===== src/rtl/kslot_pkg.sv =====
package kslot_pkg;

    localparam int REG_W     = 32;
    localparam int OFF_CTRL  = 'h00;
    localparam int OFF_CFG   = 'h04;
    localparam int OFF_EXT   = 'h08;
    localparam int SEL_BASE  = 'h10;
    localparam int SEL_STEP  = 4;

    // bit 1: update right, bit 0: read right
    typedef struct packed {
        logic upd_en;
        logic rd_en;
    } perm_t;

    localparam perm_t PERM_OPEN = '{upd_en: 1'b1, rd_en: 1'b1};

    // rights can only be removed by a write
    function automatic perm_t perm_after_write(input perm_t cur, input logic [1:0] wbits);
        return perm_t'({cur.upd_en & wbits[1], cur.rd_en & wbits[0]});
    endfunction

    function automatic logic [REG_W-1:0] ctrl_word(input logic off, input logic err);
        logic [REG_W-1:0] w;
        w    = '0;
        w[0] = off;
        w[1] = err;
        return w;
    endfunction

endpackage


===== src/rtl/kslot_perm_bank.sv =====
module kslot_perm_bank
    import kslot_pkg::*;
#(
    parameter int N_SEL  = 5,
    parameter int ADDR_W = 8
) (
    input  logic              clk,
    input  logic              rst,
    input  logic              wr_en,
    input  logic [ADDR_W-1:0] addr,
    input  logic [1:0]        wbits,
    output logic [N_SEL-1:0]  rd_en,
    output logic [N_SEL-1:0]  upd_en,
    output logic              hit,
    output logic [1:0]        rbits
);

    logic [N_SEL-1:0] hit_vec;

    for (genvar i = 0; i < N_SEL; i++) begin : g_slot
        localparam logic [ADDR_W-1:0] MY_OFF = ADDR_W'(SEL_BASE + SEL_STEP * i);
        perm_t p_q;

        assign hit_vec[i] = (addr == MY_OFF);

        always_ff @(posedge clk) begin
            if (rst) begin
                p_q <= PERM_OPEN;
            end else if (wr_en && hit_vec[i]) begin
                p_q <= perm_after_write(p_q, wbits);
            end
        end

        assign rd_en[i]  = p_q.rd_en;
        assign upd_en[i] = p_q.upd_en;

        p_rd_one_way_r2: assert property (@(posedge clk) disable iff (rst)
            !$rose(p_q.rd_en));
        p_upd_one_way_r3: assert property (@(posedge clk) disable iff (rst)
            !$rose(p_q.upd_en));
    end

    always_comb begin
        rbits = 2'b00;
        for (int i = 0; i < N_SEL; i++) begin
            if (hit_vec[i]) begin
                rbits = rbits | {upd_en[i], rd_en[i]};
            end
        end
    end

    assign hit = |hit_vec;

endmodule


===== src/rtl/kslot_ctrl_regs.sv =====
module kslot_ctrl_regs
    import kslot_pkg::*;
#(
    parameter int IDX_W  = 2,
    parameter int ADDR_W = 8
) (
    input  logic              clk,
    input  logic              rst,
    input  logic              wr_en,
    input  logic [ADDR_W-1:0] addr,
    input  logic [IDX_W-1:0]  wdata,
    input  logic              start_req,
    output logic              eng_off,
    output logic              err,
    output logic [IDX_W-1:0]  act_idx,
    output logic              sched_off,
    output logic              core_start,
    output logic [REG_W-1:0]  rdata
);

    localparam logic [ADDR_W-1:0] A_CTRL = ADDR_W'(OFF_CTRL);
    localparam logic [ADDR_W-1:0] A_CFG  = ADDR_W'(OFF_CFG);
    localparam logic [ADDR_W-1:0] A_EXT  = ADDR_W'(OFF_EXT);

    logic             off_q, err_q, sched_q;
    logic [IDX_W-1:0] idx_q;
    logic             wr_ctrl, wr_cfg, wr_ext;

    assign wr_ctrl = wr_en && (addr == A_CTRL);
    assign wr_cfg  = wr_en && (addr == A_CFG);
    assign wr_ext  = wr_en && (addr == A_EXT);

    always_ff @(posedge clk) begin
        if (rst) begin
            off_q   <= 1'b0;
            err_q   <= 1'b0;
            sched_q <= 1'b0;
            idx_q   <= '0;
        end else begin
            if (wr_ctrl && wdata[0]) off_q <= 1'b1;
            if (start_req && off_q)  err_q <= 1'b1;
            if (wr_ext)              sched_q <= wdata[0];
            if (wr_cfg)              idx_q <= wdata;
        end
    end

    assign core_start = start_req & ~off_q;
    assign eng_off    = off_q;
    assign err        = err_q;
    assign act_idx    = idx_q;
    assign sched_off  = sched_q;

    always_comb begin
        rdata = '0;
        if (addr == A_CTRL)      rdata = ctrl_word(off_q, err_q);
        else if (addr == A_CFG)  rdata = REG_W'(idx_q);
        else if (addr == A_EXT)  rdata = REG_W'(sched_q);
    end

    p_off_sticky_r7: assert property (@(posedge clk) disable iff (rst)
        off_q |=> off_q);
    p_start_blocked_r8: assert property (@(posedge clk) disable iff (rst)
        off_q |-> !core_start);
    p_err_sticky_r8: assert property (@(posedge clk) disable iff (rst)
        err_q |=> err_q);
    p_err_cause_r8: assert property (@(posedge clk) disable iff (rst)
        !err_q ##1 err_q |-> $past(start_req && off_q));
    p_idx_hold_r9: assert property (@(posedge clk) disable iff (rst)
        !wr_cfg |=> $stable(idx_q));

endmodule


===== src/rtl/kslot_access_gate.sv =====
module kslot_access_gate #(
    parameter int N_SEL  = 5,
    parameter int SLOT_W = 3,
    parameter int KW_W   = 2,
    parameter int KEY_W  = 32
) (
    input  logic [N_SEL-1:0]  rd_en,
    input  logic [N_SEL-1:0]  upd_en,
    input  logic              kw_valid,
    input  logic [SLOT_W-1:0] kw_slot,
    input  logic [KW_W-1:0]   kw_word,
    input  logic [KEY_W-1:0]  kw_data,
    input  logic [SLOT_W-1:0] kr_slot,
    input  logic [KEY_W-1:0]  ks_rd_data,
    output logic              ks_we,
    output logic [SLOT_W-1:0] ks_slot,
    output logic [KW_W-1:0]   ks_word,
    output logic [KEY_W-1:0]  ks_wdata,
    output logic [KEY_W-1:0]  kr_data
);

    logic rd_ok, wr_ok;

    // codes outside the bank match no entry and stay blocked
    always_comb begin
        rd_ok = 1'b0;
        wr_ok = 1'b0;
        for (int i = 0; i < N_SEL; i++) begin
            if (kr_slot == SLOT_W'(i)) rd_ok = rd_en[i];
            if (kw_slot == SLOT_W'(i)) wr_ok = upd_en[i];
        end
    end

    assign ks_we    = kw_valid & wr_ok;
    assign ks_slot  = kw_slot;
    assign ks_word  = kw_word;
    assign ks_wdata = kw_data;
    assign kr_data  = rd_ok ? ks_rd_data : '0;

endmodule


===== src/rtl/kslot_guard.sv =====
module kslot_guard
    import kslot_pkg::*;
#(
    parameter int NUM_SLOTS = 4,
    parameter int KEY_WORDS = 4,
    parameter int ADDR_W    = 8,
    parameter int KEY_W     = 32,
    localparam int N_SEL    = NUM_SLOTS + 1,
    localparam int SLOT_W   = $clog2(N_SEL),
    localparam int IDX_W    = $clog2(NUM_SLOTS),
    localparam int KW_W     = $clog2(KEY_WORDS)
) (
    input  logic              clk,
    input  logic              rst,
    input  logic              reg_wr,
    input  logic [ADDR_W-1:0] reg_addr,
    input  logic [REG_W-1:0]  reg_wdata,
    output logic [REG_W-1:0]  reg_rdata,
    input  logic              kw_valid,
    input  logic [SLOT_W-1:0] kw_slot,
    input  logic [KW_W-1:0]   kw_word,
    input  logic [KEY_W-1:0]  kw_data,
    output logic              ks_we,
    output logic [SLOT_W-1:0] ks_slot,
    output logic [KW_W-1:0]   ks_word,
    output logic [KEY_W-1:0]  ks_wdata,
    input  logic [SLOT_W-1:0] kr_slot,
    input  logic [KEY_W-1:0]  ks_rd_data,
    output logic [KEY_W-1:0]  kr_data,
    input  logic              start_req,
    output logic              core_start,
    output logic              err_flag,
    output logic [IDX_W-1:0]  act_slot,
    output logic              sched_off,
    output logic              eng_off
);

    localparam int N_CODE = 1 << SLOT_W;

    logic [N_SEL-1:0] rd_en, upd_en;
    logic             bank_hit;
    logic [1:0]       bank_rbits;
    logic [REG_W-1:0] ctrl_rdata;

    kslot_perm_bank #(.N_SEL(N_SEL), .ADDR_W(ADDR_W)) u_bank (
        .clk    (clk),
        .rst    (rst),
        .wr_en  (reg_wr),
        .addr   (reg_addr),
        .wbits  (reg_wdata[1:0]),
        .rd_en  (rd_en),
        .upd_en (upd_en),
        .hit    (bank_hit),
        .rbits  (bank_rbits)
    );

    kslot_ctrl_regs #(.IDX_W(IDX_W), .ADDR_W(ADDR_W)) u_ctrl (
        .clk        (clk),
        .rst        (rst),
        .wr_en      (reg_wr),
        .addr       (reg_addr),
        .wdata      (reg_wdata[IDX_W-1:0]),
        .start_req  (start_req),
        .eng_off    (eng_off),
        .err        (err_flag),
        .act_idx    (act_slot),
        .sched_off  (sched_off),
        .core_start (core_start),
        .rdata      (ctrl_rdata)
    );

    kslot_access_gate #(.N_SEL(N_SEL), .SLOT_W(SLOT_W), .KW_W(KW_W), .KEY_W(KEY_W)) u_gate (
        .rd_en      (rd_en),
        .upd_en     (upd_en),
        .kw_valid   (kw_valid),
        .kw_slot    (kw_slot),
        .kw_word    (kw_word),
        .kw_data    (kw_data),
        .kr_slot    (kr_slot),
        .ks_rd_data (ks_rd_data),
        .ks_we      (ks_we),
        .ks_slot    (ks_slot),
        .ks_word    (ks_word),
        .ks_wdata   (ks_wdata),
        .kr_data    (kr_data)
    );

    assign reg_rdata = bank_hit ? REG_W'(bank_rbits) : ctrl_rdata;

    logic [N_CODE-1:0] rd_pad, upd_pad;
    assign rd_pad  = N_CODE'(rd_en);
    assign upd_pad = N_CODE'(upd_en);

    p_we_needs_right_r5: assert property (@(posedge clk) disable iff (rst)
        ks_we |-> upd_pad[kw_slot]);
    p_read_masked_r4: assert property (@(posedge clk) disable iff (rst)
        (kr_data != '0) |-> rd_pad[kr_slot]);
    p_bad_code_r10: assert property (@(posedge clk) disable iff (rst)
        (kw_slot >= SLOT_W'(N_SEL)) |-> !ks_we);

endmodule


===== config.mk =====
export PLATFORM = sky130hd
export DESIGN_NAME = kslot_guard
export DESIGN_NICKNAME = d
export VERILOG_FILES = /design/src/rtl/kslot_pkg.sv /design/src/rtl/kslot_perm_bank.sv /design/src/rtl/kslot_ctrl_regs.sv /design/src/rtl/kslot_access_gate.sv /design/src/rtl/kslot_guard.sv
export SDC_FILE = /design/constraint.sdc
export NUM_CORES = 1
export LEC_CHECK = 0
export BUFFER_PORTS_ARGS = -buffer_cell sky130_fd_sc_hd__buf_2
export CORE_AREA = 2 2 88 90
export CTS_BUF_LIST = sky130_fd_sc_hd__clkbuf_4
export DETAILED_ROUTE_END_ITERATION = 10
export DIE_AREA = 0 0 90 92
export PLACE_DENSITY = 0.73
export SLEW_MARGIN = 25
export SYNTH_ARGS = -nofsm -noshare
export SYNTH_HDL_FRONTEND = slang
export SYNTH_SLANG_ARGS = --single-unit

===== constraint.sdc =====
create_clock -name clk -period 2.2 [get_ports clk]
set_clock_uncertainty 0.05 [all_clocks]
set_input_delay 0.44 -clock clk [delete_from_list [all_inputs] [get_ports clk]]
set_output_delay 0.44 -clock clk [all_outputs]
set_load 0.02 [all_outputs]

==> results of run 1 <==
final cells by class:
type	instances	area [um2]	area share, %
clock buffer	4	30.0	1.45
inverter	1	3.75	0.182
multi-input combinational	132	883	42.8
sequential	15	305	14.8
tap	102	128	6.18
timing repair buffer	114	716	34.6
layout by cell type (no fill, tap or decap), drive strengths merged:
cell type,synthesis,routed
nand3b,1,1
a21o,10,10
nor4b,3,3
nor3,2,2
o211ai,1,1
nor2,8,8
o21ai,1,1
a22oi,1,1
or4b,1,1
nand2,9,9
o22ai,1,1
mux4,3,3
a41oi,1,1
mux2i,4,4
a21oi,2,2
inv,1,1
nand3,3,3
and3,1,1
mux2,1,1
a31oi,1,1
conb,1,30
dfxtp,15,15
nand4,3,3
a21boi,1,1
clkbuf,1,5
nor4,2,2
nand2b,2,2
nor2b,39,39
buf,72,113
a32o,1,1
power breakdown:
part           leakage [nW]  internal (mW)  switching [mW]
logic                 0.873          0.136           0.188
registers             0.119          0.271        0.000260
clock network        0.0184         0.0825          0.0811
metrics by stage:
stage	instances	total power [mW]	utilization [%]	worst slack, ps	TNS [ps]
final	368	0.760	27.7	-124	-3300
after global placement	356	0.555	24.5	-70.8	-1750
after detailed placement	356	0.557	24.5	-91.0	-2250
after global routing	368	0.801	27.7	-203	-5690
after CTS	365	0.727	25.7	-132	-3640
after floorplan	221	0.583	-	64.6	0
kinds of logic after synthesis:
logic type      synth area share, %
simple gates                   27.9
buf+inv                        34.9
compound gates                 10.2
flops                          19.2
mux                            7.60
other cells                   0.240
metal layers:
layer | vias to the layer above | GRT usage, % | wire length, um
li1 | 690 | - | -
met1 | 659 | 8.64 | 1430
met2 | 120 | 17.1 | 2420
met3 | 2 | 5.09 | 640
met4 | 0 | 1.28 | 7
met5 | - | 0 | 0
Yosys cell counts (2+ instances only):
cell	instances
a21o_1	10
a21oi_1	2
buf_4	71
dfxtp_1	15
mux2i_1	4
mux4_2	3
nand2_1	9
nand2b_1	2
nand3_1	3
nand4_1	3
nor2_1	8
nor2b_1	39
nor3_1	2
nor4_1	2
nor4b_1	2
what timing repair did:
action | 4_1_cts | 5_1_grt
buffers inserted | 4 | 2
cloned | 1 | 1
resized for setup | 10 | 33
setup endpoints to repair | 32 | 34
state kept, by name, indices dropped and copies added, names as in the netlist:
name              count
u_bank.rd_en          5
u_bank.upd_en         5
u_ctrl.act_idx        2
u_ctrl.eng_off        1
u_ctrl.err            1
u_ctrl.sched_off      1
worst reg2reg max path: cells and delay by family (launching register included):
kind / cells / cell delay (ps)
DFF: 1 / 330
buffers and inverters: 1 / 130
AOI/OAI and AO/OA: 1 / 160
worst paths after layout:
path	endpoint	slack, ps
worst max-delay path	kr_data[7]	-120
worst min-delay path	u_ctrl.act_idx[1]	360
worst max register to register	u_bank.rd_en[1]	1430
worst min register to register	u_bank.upd_en[2]	430
==> flow_summary.toml, run 1 <==
[route]
wirelength_um = 4500
ant_nets = 0
drc_errors = 0
drtIter0Drc = 36
viasPerCell = 4.00
wire_per_inst_um = 12.2
firstDrtPassIters = 4
vias = 1471

[clocking]
cts.hold.buffers_added = 0
cts.path.max_buffers = 2
clock_latency_ps = 270
cts_made_buffers = 3
clock-sinks = 15
cts_tree = "built"
htree_levels = 1
clk_pin_slew_worst_paths_ps = 90
cts_root_buf = "clkbuf_4"

[setup_path]
cp_data_arrival_time_ps = 1830
critPathSlowestCell = "mux4_2"
critPathLaunchType = "flop"
cp_top_family = "multiplexers"
crit_path_start = "u_bank.rd_en[3]"
critPathCaptureType = "primary output"
r2r_start = "u_bank.rd_en[1]"
crit_buf_inv = 3
rr_worst_depth = 2
worst-setup-path-type = "reg -> out"
cp_slowest_stage_delay_ps = 460
cp.required_ps = 1710
crit_fanout = 11
path_cells = "mux4_2 -> nor2b_4 -> a31oi_4 -> buf_4 -> clkbuf_16 -> nor2b_1 -> buf_2"
cp_num_cells = 7

[power]
total_leakage_power_nw = 1.01
peakVddDrop_uv = 233
power_density_nw_per_um2 = 368

[sta]
report.final.slew_viol_count = 0
finalCritPeriodShare_pct = 106
fmax_ghz = 0.430
period_needed_ps = 2320
rsz0062_at_grt = "true"
whs_ps = 365
finalHoldViolCount = 0
setup_viol = 32
layout_setup_ws_ps = -124

[run]
maxCapViolCount = 0

[yosys]
yosysSeqAreaShare_pct = 19.2
ys_types = 32
synth-edff-count = 0
synth_top_area_share_pct = 34.1
ys_seq_elements = 15
yosys_warnings = 0
syn-cell-area_um2 = 1560
synthTopCellsByArea = "buf_4 (34%), dfxtp_1 (19%), nor2b_1 (16%)"
yosys.area.top_type = "buf_4"
syn_inst = 192
postSynthAreaPerCell_um2 = 8.15
async_flop_share_pct = 0
synth_ff_type = "dfxtp_1"

[global_route]
grt_pass1_vias = 1273
antenna_found_initial = 0
grtUsageTotal_pct = 9.01
grt_max_degree = 23
grt-ovfl-total = 0
grt_pass1_wl_um = 6200

[floorplan]
fp.dieW_um = 90
num_io_pins = 225
core_um2 = 7450
die_h_um = 92
floorplan.initialDensity_pct = 21.0
fp-row-count = 32
die_area_um2 = 8280

[hold_path]
worstHoldStart = "reg_wdata[1]"
min-delay-path-class = "in -> reg"
hold_depth = 3

[place]
placed_area_um2 = 1830
io_buffers = 96
gp_congestion = 0.875
dp_hpwl_um = 3630

[cells_and_area]
stdcell_area_um2 = 2070
n_fill_cell = 800
synthToLayoutAreaGrowth_pct = 32.1
drive_gt1_share_pct = 51.9
nNetsFinal = 384
insertedDiodeCount = 0

[outcome]
status = "finished with violations"
violations = "setup timing"
Power figures use the tool's default switching activity.
==> run 2, diff against run 1 <==
--- a/config.mk
+++ b/config.mk
@@ -11,6 +11,7 @@
 export DETAILED_ROUTE_END_ITERATION = 10
 export DIE_AREA = 0 0 90 92
 export PLACE_DENSITY = 0.73
+export SKIP_CTS_REPAIR_TIMING = 1
 export SLEW_MARGIN = 25
 export SYNTH_ARGS = -nofsm -noshare
 export SYNTH_HDL_FRONTEND = slang
==> run 2 against run 1 <==
Compared with the run above: the flow still finishes with violations (setup timing); sequential power barely moved; register-to-register slack barely moved; setup slack got worse by 29 ps; core utilization rose by 0.49 points; non-clock buffer count rose by 1; first-iteration DRC count rose by 2.8%; final area rose by 1.8%; clock power barely moved; power rose by 1.5%; critical endpoint is now kr_data[10]; largest power group unchanged.
==> flow_summary.toml, run 2 (same netlist as run 1, synthesis figures left out) <==
[outcome]
status = "finished with violations"
violations = "setup timing"

[place]
numPlacedInstances = 356
io_buffers = 96
placed_area_um2 = 1830
gp_congestion = 0.875
dp_hpwl_um = 3630

[sta]
finalCritPeriodShare_pct = 107
layout_setup_ws_ps = -153
period_needed_ps = 2350
report.final.slew_viol_count = 0
fmax_ghz = 0.425
whs_ps = 364
tns_ps = -4030
setup_viol = 32
rsz0062_at_grt = "true"
finalHoldViolCount = 0

[global_route]
grt_max_degree = 23
grt_pass1_vias = 1249
antenna_found_initial = 0
grtUsageTotal_pct = 8.90
grt_pass1_wl_um = 6130
grt-ovfl-total = 0

[route]
wire_per_inst_um = 12.5
wirelength_um = 4600
firstDrtPassIters = 4
ant_nets = 0
drc_errors = 0
viasPerCell = 4.00
drtIter0Drc = 37
vias = 1475

[cells_and_area]
final_common_cell = "buf_2"
stdcell_count = 369
n_fill_cell = 786
mostFrequentLayoutCells = "buf_2 (83), nor2b_1 (31), conb_1 (30)"
stdcell_area_um2 = 2100
nNetsFinal = 385
drive_gt1_share_pct = 52.1
synthToLayoutAreaGrowth_pct = 34.4
insertedDiodeCount = 0

[floorplan]
fp-row-count = 32
die_h_um = 92
num_io_pins = 225
fp.dieW_um = 90
floorplan.initialDensity_pct = 21.0
core_um2 = 7450
die_area_um2 = 8280

[power]
p_clk_share_pct = 21.3
swShare_pct = 35.4
p_total_uw = 771
power_density_nw_per_um2 = 367
peakVddDrop_uv = 233
comb_power_share_pct = 43.4
p_sw_uw = 273
seq_power_share_pct = 35.2
p_int_uw = 498
total_leakage_power_nw = 1.03

[run]
maxCapViolCount = 0

[hold_path]
min-delay-path-class = "in -> reg"
hold_depth = 3

[setup_path]
critPathLaunchType = "flop"
rr_worst_depth = 2
critPathCaptureType = "primary output"
worst-setup-path-type = "reg -> out"
crit_fanout = 5
cp_data_arrival_time_ps = 1860
cp.required_ps = 1710

[clocking]
clock-sinks = 15
clk_pin_slew_worst_paths_ps = 90
cts_tree = "built"
htree_levels = 1
cts_made_buffers = 3
cts.path.max_buffers = 2
cts_root_buf = "clkbuf_4"
clock_latency_ps = 270
run 2: cell count changes in the layout (fill, tap and decap cells not counted):
cell,change
nor2b_4,+1
buf_6,+2
a21oi_1,+1
clkbuf_16,+1
nor2b_1,-1
buf_4,-2
a21oi_2,-1
run 2: path summary, 6_finish.rpt:
| check | start | to | slack, ps |
|---|---|---|---|
| min | reg_wdata[1] | u_ctrl.act_idx[1] | 360 |
| max reg2reg | u_bank.rd_en[1] | u_bank.rd_en[1] | 1430 |
| max | u_bank.rd_en[3] | kr_data[10] | -150 |
| min reg2reg | u_bank.upd_en[2] | u_bank.upd_en[2] | 440 |
run 2: per-layer routing:
layer	GRT usage (%)	part of all wire [%]	vias up
met5	0	0	-
met4	1.15	0.15	0
met3	4.93	14	2
met2	16.9	54	128
met1	8.64	32	651
li1	-	-	694
run 2: power groups by stage:
| stage | Combinational [mW] | Clock, mW | Sequential, mW |
|---|---|---|---|
| finish | 0.335 | 0.165 | 0.272 |
| global placement | 0.277 | 0 | 0.278 |
| CTS | 0.279 | 0.170 | 0.272 |
| floorplan | 0.305 | 0 | 0.278 |
| detailed placement | 0.278 | 0 | 0.278 |
| global route | 0.355 | 0.185 | 0.272 |
run 2: cell type report:
| type | instances | area (um2) | share of cell area [%] |
|---|---|---|---|
| Inverter | 1 | 3.75 | 0.179 |
| Clock buffer | 4 | 30.0 | 1.43 |
| Multi-Input combinational cell | 132 | 887 | 42.2 |
| Timing Repair Buffer | 115 | 748 | 35.6 |
| Sequential cell | 15 | 305 | 14.5 |
| Tap cell | 102 | 128 | 6.07 |
run 2: stage by stage:
stage	worst slack (ps)	utilization, %
floorplan	64.6	-
global placement	-70.8	24.5
detailed placement	-91.0	24.5
CTS	-141	24.9
global route	-233	28.2
finish	-153	28.2
run 2: worst max-delay path, cell delays in order, from the launching register on:
cell and delay, ps:
dfxtp_2 330, mux4_2 460, nor2b_4 150, a31oi_4 160, buf_6 150, clkbuf_16 140, nor2b_1 40, buf_2 150
